**config.mk**
```make
export PLATFORM = sky130hd
export DESIGN_NAME = dualAdcPort
export DESIGN_NICKNAME = d
export VERILOG_FILES = /design/src/rtl/dualAdcPortPkg.sv /design/src/rtl/dualAdcPortCtrl.sv /design/src/rtl/dualAdcPortData.sv /design/src/rtl/dualAdcPort.sv
export SDC_FILE = /design/constraint.sdc
export NUM_CORES = 1
export LEC_CHECK = 0
export ABC_AREA = 1
export BUFFER_PORTS_ARGS = -buffer_cell sky130_fd_sc_hd__clkbuf_2
export CORE_UTILIZATION = 55
export CTS_CLUSTER_SIZE = 10
export DETAILED_ROUTE_END_ITERATION = 6
export MAX_ROUTING_LAYER = met4
export PLACE_DENSITY_LB_ADDON = 0.08
export SYNTH_ARGS = -nofsm -noshare
export SYNTH_HDL_FRONTEND = slang
export SYNTH_HIERARCHICAL = 1
export SYNTH_SLANG_ARGS = --single-unit
```
**constraint.sdc**
```tcl
create_clock -name clk -period 2.3 [get_ports clk]
set_clock_uncertainty 0.1 [all_clocks]
set_input_delay 0.46 -clock clk [delete_from_list [all_inputs] [get_ports clk]]
set_output_delay 0.46 -clock clk [all_outputs]
set_load 0.03 [all_outputs]
```
**src/rtl/dualAdcPortPkg.sv**
```systemverilog
package dualAdcPortPkg;

  typedef enum logic [1:0] {
    MODE_NORMAL  = 2'b00,
    MODE_PARTIAL = 2'b01,
    MODE_FULL    = 2'b10,
    MODE_WAKING  = 2'b11
  } pwrMode_t;

  // strobes from control to datapath
  typedef struct packed {
    logic load;       // select fell: capture results, start driving
    logic shift;      // serial falling edge inside the frame
    logic halt;       // release the lines
    logic loadValid;  // frame starts in a powered state
  } dpStrobe_t;

endpackage

```
**src/rtl/dualAdcPortCtrl.sv**
```systemverilog
module dualAdcPortCtrl
  import dualAdcPortPkg::*;
#(
  parameter int GLITCH_EDGES = 2,
  parameter int KEEP_EDGES   = 10,
  parameter int FRAME_EDGES  = 32,
  parameter int WAKE_CYCLES  = 20
) (
  input  logic      clk,
  input  logic      rstN,
  input  logic      csN,
  input  logic      sclk,
  output dpStrobe_t strobe,
  output pwrMode_t  mode
);

  localparam int CNT_W  = $clog2(FRAME_EDGES + 1);
  localparam int WAKE_W = $clog2(WAKE_CYCLES + 1);

  logic              csPrev, sclkPrev, inFrame;
  logic [CNT_W-1:0]  fallCnt;
  logic [CNT_W-1:0]  cntNext;
  logic [WAKE_W-1:0] wakeCnt;
  pwrMode_t          modeQ;

  logic csFall, csRise, sclkFall, counting, inWindow, lowPower;

  always_comb begin
    csFall   = csPrev & ~csN;
    csRise   = ~csPrev & csN;
    sclkFall = sclkPrev & ~sclk;
    counting = inFrame & ~csN & sclkFall & (fallCnt < CNT_W'(FRAME_EDGES));
    cntNext  = fallCnt + 1'b1;
    inWindow = (fallCnt >= CNT_W'(GLITCH_EDGES)) && (fallCnt < CNT_W'(KEEP_EDGES));
    lowPower = (modeQ == MODE_PARTIAL) || (modeQ == MODE_FULL);
  end

  always_comb begin
    strobe.load      = csFall;
    strobe.shift     = counting;
    strobe.halt      = (csRise & inFrame) | (counting && (cntNext == CNT_W'(FRAME_EDGES)));
    strobe.loadValid = (modeQ == MODE_NORMAL);
  end

  always_ff @(posedge clk or negedge rstN) begin
    if (!rstN) begin
      csPrev   <= 1'b1;
      sclkPrev <= 1'b1;
      inFrame  <= 1'b0;
      fallCnt  <= '0;
    end else begin
      csPrev   <= csN;
      sclkPrev <= sclk;
      if (csFall) begin
        inFrame <= 1'b1;
        fallCnt <= '0;
      end else if (csRise) begin
        inFrame <= 1'b0;
      end else if (counting) begin
        fallCnt <= cntNext;
      end
    end
  end

  always_ff @(posedge clk or negedge rstN) begin
    if (!rstN) begin
      modeQ   <= MODE_NORMAL;
      wakeCnt <= '0;
    end else if (csRise && inFrame) begin
      unique case (modeQ)
        MODE_NORMAL:  if (inWindow) modeQ <= MODE_PARTIAL;
        MODE_PARTIAL: if (inWindow) modeQ <= MODE_FULL;
        MODE_FULL:    modeQ <= MODE_FULL;
        MODE_WAKING:  modeQ <= MODE_PARTIAL;
        default:      modeQ <= MODE_NORMAL;
      endcase
    end else if (counting && lowPower && (cntNext == CNT_W'(KEEP_EDGES))) begin
      modeQ   <= MODE_WAKING;
      wakeCnt <= WAKE_W'(WAKE_CYCLES - 1);
    end else if (modeQ == MODE_WAKING) begin
      if (wakeCnt == '0) modeQ <= MODE_NORMAL;
      else               wakeCnt <= wakeCnt - 1'b1;
    end
  end

  assign mode = modeQ;

endmodule

```
**src/rtl/dualAdcPortData.sv**
```systemverilog
module dualAdcPortData
  import dualAdcPortPkg::*;
#(
  parameter int RES_W = 14,
  parameter int PAD_W = 2
) (
  input  logic             clk,
  input  logic             rstN,
  input  dpStrobe_t        strobe,
  input  logic [RES_W-1:0] resultA,
  input  logic [RES_W-1:0] resultB,
  output logic [1:0]       sdo,
  output logic             lineEn,
  output logic             dataValid
);

  localparam int SLOT_W = 2 * (PAD_W + RES_W);

  logic [RES_W-1:0] results [2];
  logic             lineEnQ, validQ;

  assign results[0] = resultA;
  assign results[1] = resultB;

  // lane 0 leads with channel A, lane 1 with channel B
  for (genvar lane = 0; lane < 2; lane++) begin : g_lane
    logic [SLOT_W-1:0] shiftQ;
    always_ff @(posedge clk or negedge rstN) begin
      if (!rstN) begin
        shiftQ <= '0;
      end else if (strobe.load) begin
        shiftQ <= {{PAD_W{1'b0}}, results[lane], {PAD_W{1'b0}}, results[1-lane]};
      end else if (strobe.shift) begin
        shiftQ <= {shiftQ[SLOT_W-2:0], 1'b0};
      end
    end
    assign sdo[lane] = lineEnQ & shiftQ[SLOT_W-1];
  end

  always_ff @(posedge clk or negedge rstN) begin
    if (!rstN) begin
      lineEnQ <= 1'b0;
      validQ  <= 1'b0;
    end else if (strobe.halt) begin
      lineEnQ <= 1'b0;
      validQ  <= 1'b0;
    end else if (strobe.load) begin
      lineEnQ <= 1'b1;
      validQ  <= strobe.loadValid;
    end
  end

  assign lineEn    = lineEnQ;
  assign dataValid = lineEnQ & validQ;

endmodule

```
**src/rtl/dualAdcPort.sv**
```systemverilog
module dualAdcPort
  import dualAdcPortPkg::*;
#(
  parameter int RES_W        = 14,
  parameter int GLITCH_EDGES = 2,
  parameter int KEEP_EDGES   = 10,
  parameter int WAKE_CYCLES  = 20
) (
  input  logic             clk,
  input  logic             rstN,
  input  logic             csN,
  input  logic             sclk,
  input  logic [RES_W-1:0] resultA,
  input  logic [RES_W-1:0] resultB,
  output logic             sdoA,
  output logic             sdoAEn,
  output logic             sdoB,
  output logic             sdoBEn,
  output logic [1:0]       mode,
  output logic             dataValid
);

  localparam int PAD_W       = 2;
  localparam int FRAME_EDGES = 2 * (PAD_W + RES_W);

  dpStrobe_t  strobe;
  pwrMode_t   modeInt;
  logic [1:0] sdoInt;
  logic       lineEn;

  dualAdcPortCtrl #(
    .GLITCH_EDGES(GLITCH_EDGES),
    .KEEP_EDGES  (KEEP_EDGES),
    .FRAME_EDGES (FRAME_EDGES),
    .WAKE_CYCLES (WAKE_CYCLES)
  ) ctrl_i (
    .clk   (clk),
    .rstN  (rstN),
    .csN   (csN),
    .sclk  (sclk),
    .strobe(strobe),
    .mode  (modeInt)
  );

  dualAdcPortData #(
    .RES_W(RES_W),
    .PAD_W(PAD_W)
  ) data_i (
    .clk      (clk),
    .rstN     (rstN),
    .strobe   (strobe),
    .resultA  (resultA),
    .resultB  (resultB),
    .sdo      (sdoInt),
    .lineEn   (lineEn),
    .dataValid(dataValid)
  );

  assign sdoA   = sdoInt[0];
  assign sdoB   = sdoInt[1];
  assign sdoAEn = lineEn;
  assign sdoBEn = lineEn;
  assign mode   = modeInt;

endmodule

```
# Word level (Yosys, flattened, before mapping)
# Index checks and enable logic that the tools add are counted.
# totals
out_inout_bits,7
input_bits,32
register_bits,82
# op_classes
muxes,23
magnitude_cmp,3
n_eq_ne,9
n_reduce_logical,17
addsub,2
n_bitwise,15
# ops
cell,count
$mux W32,4
$mux W6,3
$mux W5,3
$mux W2,6
$and A1 B1 Y1,10
$pmux W2 S4,1
$reduce_bool A2 Y1,4
$add A6 B1 Y6 const B,1
$eq A6 B4 Y1 const B,1
$eq A6 B6 Y1 const B,1
$ge A6 B2 Y1 const B,1
$lt A6 B4 Y1 const B,1
$lt A6 B6 Y1 const B,1
$mux W1,6
$reduce_bool A3 Y1,2
$logic_and A1 B1 Y1,5
$logic_not A5 Y1,1
$sub A5 B1 Y5 const B,1
$eq A2 B2 Y1 const B,2
$ne A2 B1 Y1 const B,2
$not A1 Y1,4
$reduce_and A4 Y1,1
$ne A3 B2 Y1 const B,1
$ne A3 B3 Y1 const B,1
6 further kinds,6

# Longest topological paths before layout
# depth
depth_word,8
mapped_depth,11

# By module
# The synthesis kept the hierarchy.
# modules_own_cells
mod,cells_each,area_per_inst_um2,seq_area_each_um2,n_inst
dualAdcPortData,321,2847.7,1651.6,1
dualAdcPortCtrl,143,1128.6,402.9,1
dualAdcPort,1,7.5,0.0,1

# Worst setup path before layout
# No wires, ideal clock.
# synth_timing
path_type,register to register
from,"reg ctrl_i.modeQ[1], in the netlist ctrl_i/mode[1]"
to,"reg ctrl_i.modeQ[0], in the netlist ctrl_i/mode[0]"
stages_incl_launch_ff,12
setup_slack_ns,0.546
n_path_buf,0
required_time_ns,2.083
arrival_time_ns,1.537
period_less_slack_ns,1.754
path_cell_list,dfrtp_1 > inv_1 > ha_1 > nand2_1 > inv_1 > nand3_2 > a21oi_4 > nand3_1 > nand2_1 > nand2_1 > nand2_1 > nand2_1
# synth_between
elab_chain_cells,6
word_cells_on_any_way,15
cone_classes,eq/ne (5); mux (3); reduce/logical (7)
# synth_lines
item,line,source
from (decl),dualAdcPortCtrl.sv:24,pwrMode_t modeQ;
from (signal assigned),dualAdcPortCtrl.sv:67,modeQ <= MODE_NORMAL;
from (signal assigned),dualAdcPortCtrl.sv:71,MODE_NORMAL: if (inWindow) modeQ <= MODE_PARTIAL;
from (signal assigned),dualAdcPortCtrl.sv:72,MODE_PARTIAL: if (inWindow) modeQ <= MODE_FULL;
$eq A2 B1 Y1 / $eq A2 B2 Y1 (equally long branches),"dualAdcPortCtrl.sv:35, dualAdcPortCtrl.sv:70",
$logic_or A1 B1 Y1,dualAdcPortCtrl.sv:35,lowPower = (modeQ == MODE_PARTIAL) || (modeQ == MODE_FULL);
$logic_and A1 B1 Y1 (2 in series),dualAdcPortCtrl.sv:77,end else if (counting && lowPower && (cntNext == CNT_W'(KEEP_EDGES))) begin
$reduce_bool A3 Y1 (no source line) / $mux W2 (equally long branches),-,
$reduce_and A4 Y1 (no source line) / $mux W2 (equally long branches),-,
# Parallel ways exist; a longest one is shown, timed or not.
# A chain may end at the register's enable or synchronous reset.

==> impl_metrics.json <==
{
  "status": "complete, no violations",
  "drv_slew": 0,
  "areaGrowthSynthToFinish_pct": 11.71,
  "finalHoldViolations": 0,
  "grt_pass1_vias": 3064,
  "crit_type": "reg2reg",
  "synthSimpleGateAreaFrac": 0.3291,
  "synth_adder_area_share": 0.03455,
  "startpoint_type": "flop",
  "final_antenna_net_count": 0,
  "viasPerCell": 5.193,
  "power_density_nw_per_um2": 739.4,
  "synth_top_cell_area_share": 0.5025,
  "placement_rows": 30,
  "final_cell_area_sq_um": 4451,
  "vias": 3116,
  "fin_setup_tns_ps": 0,
  "die_w_um": 87.11,
  "critical_path.max_fanout": 10,
  "timing.rr.end": "ctrl_i/fallCnt[4]$_DFFE_PN0P_",
  "port_buffers": 38,
  "clock_path_buffers": 2,
  "cts_setup_buffers": 0,
  "synthCells": 465,
  "r2r_start": "ctrl_i/csPrev$_DFF_PN1_",
  "grt_pass1_wl_mm": 13.68,
  "synth_edf_count": 0,
  "setup.worst_path.start": "ctrl_i/csPrev$_DFF_PN1_",
  "drc": 0,
  "p_leak_nw": 2.276,
  "synth_xor_area_frac": 0.002198,
  "yosys_warnings": 6,
  "cap_viol_max_count": 0,
  "ys_types": 30,
  "grt_max_degree": 49,
  "synthTopCellsByArea": "dfrtp_1 50%, nand3_1 16%, nand2_1 12%, ha_1 3.5%, inv_1 2.9%",
  "cts_root_buf": "clkbuf_8",
  "worst_pin_slew_ps": 478.0,
  "synth_compound_area_frac": 0.03486,
  "fin_crit_sh": 0.7818,
  "place_congestion": 0.9180,
  "peakVddDrop_v": 0.0005104,
  "synth_flop_cell": "dfrtp_1",
  "setup-violations-final": 0,
  "syn-cell-area_sq_um": 3984,
  "core_sq_um": 6907,
  "drive_gt1_frac": 0.1766,
  "dieArea_sq_um": 7587,
  "arrival_ps": 1950,
  "endpoint": "ctrl_i/fallCnt[4]$_DFFE_PN0P_",
  "synth_common_cells": "129 x nand2_1, 129 x nand3_1, 80 x dfrtp_1",
  "grt_overflow": 0,
  "antenna_found_initial": 0,
  "syn_nets": 508,
  "first_pass_iters": 5,
  "hpwl_mm": 5.422,
  "slew_headroom": 0.6813,
  "cts_tree": "done",
  "placed_area_sq_um": 4250,
  "syn_avg_cell_area_sq_um": 8.567,
  "start_util": 0.5768,
  "drtIter0Drc": 202,
  "critPathRequiredTime_ps": 2450,
  "r2r_slack_ps": 500,
  "synthArstFlopShare": 1.000,
  "yosysTopAreaCell": "dfrtp_1",
  "layout_min_cycle_time_ps": 1798,
  "synth_top_family_by_area": "simple AND/OR/NAND/NOR gates",
  "grt.total_usage": 0.2405,
  "max_freq_ghz": 0.5562,
  "wirelength_mm": 7.744,
  "nets": 542,
  "clk_pin_slew_ps": 80,
  "clk_latency_ps": 350,
  "cp-end-kind": "flop",
  "synth_mux_area_frac": 0.002513,
  "chipHeight_um": 87.11,
  "cts_made_buffers": 9,
  "rr_worst_depth": 5,
  "seq_area_frac_synth": 0.5157,
  "cts_sinks": 82,
  "synth-seq-cells": 82,
  "wl_per_cell_um": 12.91,
  "rsz0062_at_grt": "false",
  "antennaDiodeCount": 0,
  "htreeDepth": 3,
  "io_pins": 39,
  "hp-class": "in2reg"
}
## worst max-delay path: stages (launching register included)
cell and delay [ps]:
dfstp_2 530, ha_1 340, inv_1 220, a21oi_4 300
nand3_1 110, o21ai_0 100
## repair_timing
item	in CTS	in global routing
hold buffers	1	0
endpoints found under the setup margin	0	0
endpoints found under the hold margin	32	0
resized for setup	0	0
## cell type report
| cell class | count | area, sq um |
|---|---|---|
| clock buffers | 11 | 151.4 |
| clock inverters | 5 | 38.79 |
| fillers | 637 | 2456 |
| inverters | 35 | 131.4 |
| multi-input cells | 321 | 1607 |
| flip-flops and latches | 82 | 2054 |
| well taps | 96 | 120.1 |
| repair buffers | 50 | 347.8 |
## placed cells by master (no fill, tap or decap), drive strengths merged
cell type    instances
nand4                3
inv                 35
o211ai               1
nand3b               1
mux2i                1
clkinv               4
a21oi                4
or2                  1
nor2                16
nand3              130
clkbuf              48
nand2              136
ha                  11
dfrtp               80
o22ai                2
clkinvlp             1
o21bai               1
dfstp                2
dlygate4sd3          1
o21ai               13
xor2                 1
buf                 12
## worst min-delay path by stage
stage | slack [ps] | startpoint | depth (start not counted) | endpoint
after floorplan | 60 | rstN | 0 | ctrl_i/fallCnt[0]$_DFFE_PN0P_
after global placement | 350 | rstN | 1 | data_i/g_lane[1].shiftQ[7]$_DFFE_PN0P_
after detailed placement | 350 | rstN | 1 | data_i/g_lane[1].shiftQ[7]$_DFFE_PN0P_
after CTS | 80 | sclk | 1 | ctrl_i/sclkPrev$_DFF_PN1_
after global routing | 80 | sclk | 1 | ctrl_i/sclkPrev$_DFF_PN1_
final | 100 | sclk | 1 | ctrl_i/sclkPrev$_DFF_PN1_
## power breakdown
group	switching, mW	internal (mW)	leakage [nW]
clock network	0.518	0.455	0.0955
registers	0.144	1.63	1.03
logic	0.342	0.203	1.15
total	1.00	2.29	2.28
## cells by family after synthesis
| family | count (synthesis) |
|---|---|
| flops | 82 |
| compound gates | 21 |
| fa+ha+maj | 11 |
| simple gates | 287 |
| xor+xnor | 1 |
| mux | 1 |
| buf+inv | 62 |
## state kept, by name, indices dropped and copies added, names as in the netlist
signal	flops
ctrl_i/csPrev	1
ctrl_i/fallCnt	6
ctrl_i/inFrame	1
ctrl_i/mode	2
ctrl_i/sclkPrev	1
ctrl_i/wakeCnt	5
data_i/g_lane.shiftQ	64
data_i/lineEn	1
data_i/validQ	1
## per-stage QoR
stage	power, mW	hold WS [ps]	utilization	cells	setup slack (ps)
after floorplan	2.163	64.41	-	465	545.8
after global placement	2.317	350.1	0.6154	583	421.4
after detailed placement	2.340	350.1	0.6154	583	364.1
after CTS	3.328	82.50	0.6444	600	500.3
after global routing	3.495	75.59	0.6444	600	341.2
final	3.291	103.8	0.6444	600	502.0
## routing by layer
metal  share of wire  wire length [um]  vias up  global-route usage
li1                -                 -     1584                   -
met1            0.47              3642     1461              0.3009
met2            0.49              3772       65              0.3865
met3           0.036               278        6             0.05877
met4          0.0066                51        0             0.07899
met5               0                 0        -                   -
(Power assumes the default switching activity.)
